File: config.mk
export PLATFORM = sky130hd
export DESIGN_NAME = cos_irq_ctrl
export DESIGN_NICKNAME = d
export VERILOG_FILES = /design/src/rtl/cos_pkg.sv /design/src/rtl/cos_sync.sv /design/src/rtl/cos_eval.sv /design/src/rtl/cos_irq_ctrl.sv
export SDC_FILE = /design/constraint.sdc
export NUM_CORES = 1
export LEC_CHECK = 0
export CAP_MARGIN = 20
export CORE_UTILIZATION = 55
export CTS_BUF_LIST = sky130_fd_sc_hd__clkbuf_16
export CTS_CLUSTER_DIAMETER = 50
export DETAILED_ROUTE_END_ITERATION = 16
export GPL_ROUTABILITY_DRIVEN = 0
export GPL_TIMING_DRIVEN = 0
export PLACE_DENSITY = 0.77
export SETUP_SLACK_MARGIN = 0.3
export SLEW_MARGIN = 20
export SYNTH_ARGS = -nofsm -noshare
export SYNTH_HDL_FRONTEND = slang
export SYNTH_SLANG_ARGS = --single-unit
File: constraint.sdc
create_clock -name clk -period 1.9 [get_ports clk]
set_input_delay 0.38 -clock clk [delete_from_list [all_inputs] [get_ports clk]]
set_output_delay 0.38 -clock clk [all_outputs]
set_load 0.1 [all_outputs]
File: src/rtl/cos_pkg.sv
// Shared definitions for the change-of-state interrupt controller.
// Assumes a 2-bit register address space.
package cos_pkg;
    typedef enum logic [1:0] {
        A_HIMASK = 2'd0,
        A_LOMASK = 2'd1,
        A_CTRL   = 2'd2,
        A_STAT   = 2'd3
    } reg_addr_e;

    typedef enum logic {
        M_ANY = 1'b0,
        M_ALL = 1'b1
    } cmb_mode_e;

    localparam int unsigned CTRL_EN_BIT   = 0;
    localparam int unsigned CTRL_MODE_BIT = 1;
endpackage

File: src/rtl/cos_sync.sv
// Two-flop synchronizer followed by a history flop.
// Provides the current settled sample and the sample one cycle older,
// so that the evaluator can see edges. Assumes din is asynchronous.
module cos_sync #(
    parameter int unsigned W = 16
) (
    input  logic         clk,
    input  logic         rst_n,
    input  logic [W-1:0] din,
    output logic [W-1:0] cur,
    output logic [W-1:0] prev
);
    logic [W-1:0] meta;

    // Synchronizer chain plus one stage of history.
    always_ff @(posedge clk) begin
        if (!rst_n) begin
            meta <= '0;
            cur  <= '0;
            prev <= '0;
        end else begin
            meta <= din;
            cur  <= meta;
            prev <= cur;
        end
    end
endmodule

File: src/rtl/cos_eval.sv
// Change-of-state evaluator. Combines the two masks with the sampled
// inputs according to the mode and reports, each cycle, the channels that
// fire. The level mode keeps an arm flag that is cleared by a firing and
// set again by a level change on a selected channel. Assumes cur and prev
// come from cos_sync.
module cos_eval
    import cos_pkg::*;
#(
    parameter int unsigned W = 16
) (
    input  logic         clk,
    input  logic         rst_n,
    input  logic         en,
    input  cmb_mode_e    mode,
    input  logic [W-1:0] m_hi,
    input  logic [W-1:0] m_lo,
    input  logic [W-1:0] cur,
    input  logic [W-1:0] prev,
    output logic [W-1:0] hits,
    output logic         chg
);
    logic [W-1:0] rise, fall, want_hi, want_lo, sel;
    logic         cond, and_fire, armed;

    // Edge terms, level selection and the hit vector for this cycle.
    always_comb begin
        rise     = cur & ~prev;
        fall     = ~cur & prev;
        want_hi  = m_hi & ~m_lo;
        want_lo  = m_lo & ~m_hi;
        sel      = want_hi | want_lo;
        cond     = (sel != '0) && ((cur & want_hi) == want_hi)
                   && ((~cur & want_lo) == want_lo);
        chg      = |((cur ^ prev) & sel);
        and_fire = en && (mode == M_ALL) && cond && (armed || chg);
        if (en && (mode == M_ANY))
            hits = (rise & m_hi) | (fall & m_lo);
        else if (and_fire)
            hits = sel;
        else
            hits = '0;
    end

    // Re-arm flag for the level mode.
    always_ff @(posedge clk) begin
        if (!rst_n || !en)
            armed <= 1'b1;
        else if (and_fire)
            armed <= 1'b0;
        else if (chg)
            armed <= 1'b1;
    end
endmodule

File: src/rtl/cos_irq_ctrl.sv
// Change-of-state interrupt controller, top level.
// Holds the mask, control and status registers and drives irq from the
// latched status. Only the low CH_N input lines are watched. Assumes a
// single-cycle register strobe and IN_W > CH_N.
module cos_irq_ctrl
    import cos_pkg::*;
#(
    parameter int unsigned IN_W = 32,
    parameter int unsigned CH_N = 16
) (
    input  logic            clk,
    input  logic            rst_n,
    input  logic [IN_W-1:0] din,
    input  logic            wr_en,
    input  logic            rd_en,
    input  logic [1:0]      addr,
    input  logic [CH_N-1:0] wdata,
    output logic [CH_N-1:0] rdata,
    output logic            irq
);
    logic [CH_N-1:0] m_hi, m_lo, status_q, hits, cur, prev;
    logic            ctrl_en, en_next, chg;
    cmb_mode_e       ctrl_mode;
    reg_addr_e       ra;
    logic            unused_hi;

    assign ra        = reg_addr_e'(addr);
    assign unused_hi = ^din[IN_W-1:CH_N];

    cos_sync #(.W(CH_N)) u_sync (
        .clk(clk), .rst_n(rst_n), .din(din[CH_N-1:0]),
        .cur(cur), .prev(prev)
    );

    cos_eval #(.W(CH_N)) u_eval (
        .clk(clk), .rst_n(rst_n), .en(ctrl_en), .mode(ctrl_mode),
        .m_hi(m_hi), .m_lo(m_lo), .cur(cur), .prev(prev),
        .hits(hits), .chg(chg)
    );

    // Enable value that will hold after this edge.
    always_comb begin
        en_next = ctrl_en;
        if (wr_en && ra == A_CTRL)
            en_next = wdata[CTRL_EN_BIT];
    end

    // Mask and control registers.
    always_ff @(posedge clk) begin
        if (!rst_n) begin
            m_hi      <= '0;
            m_lo      <= '0;
            ctrl_en   <= 1'b0;
            ctrl_mode <= M_ANY;
        end else if (wr_en) begin
            case (ra)
                A_HIMASK: m_hi <= wdata;
                A_LOMASK: m_lo <= wdata;
                A_CTRL: begin
                    ctrl_en   <= wdata[CTRL_EN_BIT];
                    ctrl_mode <= cmb_mode_e'(wdata[CTRL_MODE_BIT]);
                end
                default: ;
            endcase
        end
    end

    // Status latch: accumulate hits, clear on read or disable.
    always_ff @(posedge clk) begin
        if (!rst_n || !en_next)
            status_q <= '0;
        else if (rd_en && ra == A_STAT)
            status_q <= hits;
        else
            status_q <= status_q | hits;
    end

    // Read mux.
    always_comb begin
        rdata = '0;
        case (ra)
            A_HIMASK: rdata = m_hi;
            A_LOMASK: rdata = m_lo;
            A_CTRL: begin
                rdata[CTRL_EN_BIT]   = ctrl_en;
                rdata[CTRL_MODE_BIT] = ctrl_mode;
            end
            A_STAT:   rdata = status_q;
            default:  rdata = '0;
        endcase
    end

    assign irq = |status_q;
endmodule

==> impl_metrics.ini <==
[status]
status = finished with violations
violations = negative setup slack

[floorplanning]
die_h_um = 98.7
start_util_pct = 57.9
fp-row-count = 34
die_w_um = 98.7
core_area_mm2 = 0.00889
ioPinCount = 71
dieArea_mm2 = 0.00975

[timing]
hold_violations = 0
rsz0062_at_grt = true
post-route-period-util_pct = 102
clock_skew_ns = 0.00847
tightest_slew_ns = 0.551
setup_viol = 10
fin_hold_ws_ns = 0.434
slew_violations = 0
fmax_mhz = 517
fin_ws_ns = -0.0324
relSlewSlack_pct = 63.3
period_minus_slack_ns = 1.93

[final_layout]
seq_area_mm2 = 0.00207
drive_gt1_share_pct = 33.2
multiInputGateArea_mm2 = 0.00332
antenna_cells = 0
fillers = 534
fin_cells = 773
finalInstanceArea_mm2 = 0.00725
final_cell_mix = nand2_1, dfxtp_1, inv_1, and2_1, ha_1
finish.utilization_pct = 81.6
final_common_cell = nand2_1
areaGrowthSynthToFinish_pct = 41.0
nets = 778

[global_routing]
grt_pass1_wl_mm = 23.0
antenna_found_initial = 0
groute.usage.overall_pct = 31.7
grt_max_degree = 17
overflow = 0
grt_pass1_vias = 4437

[yosys]
synthArstFlopShare_pct = 0
post_synth_num_cell_types = 35
avgSynthCellArea_um2 = 9.03
synth.yosys.seq_area_share_pct = 38.5
synth_seq_cells = 99
yosys_warnings = 0
synth_fp_nets = 688
synthCells = 570
synth_ff_type = dfxtp_1
synth_edf_count = 0
netlist_area_mm2 = 0.00514

[detailed_routing]
first_pass_iters = 7
vias_per_cell = 5.85
wl_per_cell_um = 19.5
drt_iter0_drc = 306
num_vias = 4524
drt-total-wl_mm = 15.1
drc = 0
detail-route-antenna-nets = 0

[critical_path]
crit_path_end_kind = register
critical_path_class = reg2reg
rr_worst_depth = 8
worstPathMaxFanout = 5
start_kind = register
r2r-end = status_q[7]$_SDFF_PP0_
critPathArrivalTime_ns = 2.21
cp_cell_sequence = inv_1 -> ha_1 -> mux2i_1 -> nand4_1 -> nor4_4 -> nand4_4 -> buf_8 -> o21ai_2
slowest_delay_ns = 0.40
timing.rr.start = m_lo[5]$_SDFFE_PN0P_
r2r_slack_ns = -0.03
required_ns = 2.18
crit_path_top_delay_cell = nor4_4

[pwr]
power_switching_mw = 1.27
power.leakage_nw = 2.82
power.internal_mw = 3.48
power_frac_comb_pct = 15.0
p_per_area_mw_per_mm2 = 655
power_frac_clock_pct = 38.8
ir_worst_vdd_mv = 0.681
switching_share_pct = 26.7
p_seq_share_pct = 46.2

[clock_tree]
hold_buffers = 0
clk_path_buf_depth = 2
ctsHtreeMaxLevel = 3
cts_root_buf = clkbuf_16
clock_latency_ns = 0.35
clock-sinks = 99
numCtsBuffers = 9
path_clk_slew_ns = 0.07
cts_tree = done

[hold_path]
hold_path_depth = 1
hold_end = u_sync.cur[6]$_SDFF_PN0_
hold_path.startpoint = u_sync.meta[6]$_SDFF_PN0_
hold_path_class = reg2reg

[job]
cap_violations = 0

[placed_design]
dp_hpwl_mm = 9.97
portBuffers = 54
placed_cells = 732
place_area_mm2 = 0.00613
==> cell usage after synthesis, types with 4 or more instances <==
cell       count  share of area (%)
ha_1          64                 16
clkbuf_1      14                1.0
mux2i_1       31                6.0
nand4_1        8               0.97
o21ai_0       20                1.9
nor4_1         7               0.85
o21ai_2       10                1.7
and2_1        48                5.8
a21boi_0      29                4.2
inv_1         64                4.7
buf_2         10               0.97
dfxtp_1       99                 39
nor2_1         4               0.29
nand2_1       98                7.1
o2bb2ai_1     16                2.7
a22oi_1       16                2.3
o22ai_1        7               0.85
==> routing by layer <==
metal	GRT usage, %	vias up	part of all wire (%)	wire length (µm)
li1	-	2081	-	-
met1	39.1	2190	41	6110
met2	54.5	206	49	7360
met3	6.17	47	7.2	1090
met4	13.0	0	3.4	518
met5	0	-	0	0
==> cell families (layout without fill, tap and decap cells) <==
group | count (synthesis) | after routing | synth area share, %
mux | 33 | 33 | 6.91
compound gates | 103 | 103 | 14.5
buf+inv | 91 | 186 | 7.10
fa+ha+maj | 64 | 64 | 15.6
simple gates | 180 | 180 | 17.4
flops | 99 | 99 | 38.5
==> stage by stage <==
step                      TNS, ns  setup WS (ns)  power [mW]
final                      -0.175        -0.0324        4.75
after detailed placement   -36.91          -1.41        2.81
after global placement     -33.97          -1.39        2.80
after global routing        -2.08         -0.151        4.88
after CTS                       0         0.0444        4.69
after floorplan                 0         0.0264        2.59
==> worst max-delay path: cells and delay by family (launching register included) <==
kind	cells	cell delay, ns
buffers and inverters	2	0.26
multiplexers	1	0.14
adder cells (fa/ha/maj)	1	0.18
flip-flops	1	0.37
AND/OR/NAND/NOR	3	0.79
AO/OA/AOI/OAI	1	0.12
==> power by group through the flow <==
stage	clock, mW	combinational (mW)	sequential, mW
global placement	0	0.549	2.25
floorplan	0	0.357	2.23
finish	1.84	0.712	2.20
CTS	1.82	0.666	2.19
global route	1.92	0.754	2.20
detailed placement	0	0.563	2.25
==> repair_timing <==
item / 4_1_cts / 5_1_grt
setup endpoints to repair: 85 / 42
gates cloned: 2 / 1
gates resized for setup: 271 / 37
endpoints found under the hold margin: 0 / 0
pin swaps: 16 / 17
buffers inserted: 17 / 5
==> layout make-up <==
type	instances	share of cell area [%]
Sequential cell	99	28.5
Clock inverter	7	0.966
Multi-Input combinational cell	380	45.8
Tap cell	108	1.86
Inverter	64	3.31
Buffer	27	3.23
Clock buffer	9	3.11
Timing Repair Buffer	79	13.2
==> registers in the layout (all words and copies together) (netlist names) <==
register and count:
m_hi 16, m_lo 16, status_q 16, u_sync.cur 16, u_sync.meta 16, u_sync.prev 16
ctrl_en 1, ctrl_mode 1, u_eval.armed 1
==> worst max-delay path by stage <==
stage	cells after the start	to	slack (ns)	start
3_5_place_dp	8	rdata[13]	-1.41	addr[1]
4_1_cts	8	status_q[14]$_SDFF_PP0_	0.04	m_hi[15]$_SDFFE_PN0P_
5_1_grt	8	status_q[10]$_SDFF_PP0_	-0.15	m_hi[4]$_SDFFE_PN0P_
2_1_floorplan	2	irq	0.03	status_q[13]$_SDFF_PP0_
3_3_place_gp	8	rdata[13]	-1.39	addr[1]
6_report	8	status_q[7]$_SDFF_PP0_	-0.03	m_lo[5]$_SDFFE_PN0P_
No activity file was read; power rests on OpenSTA's default activity.
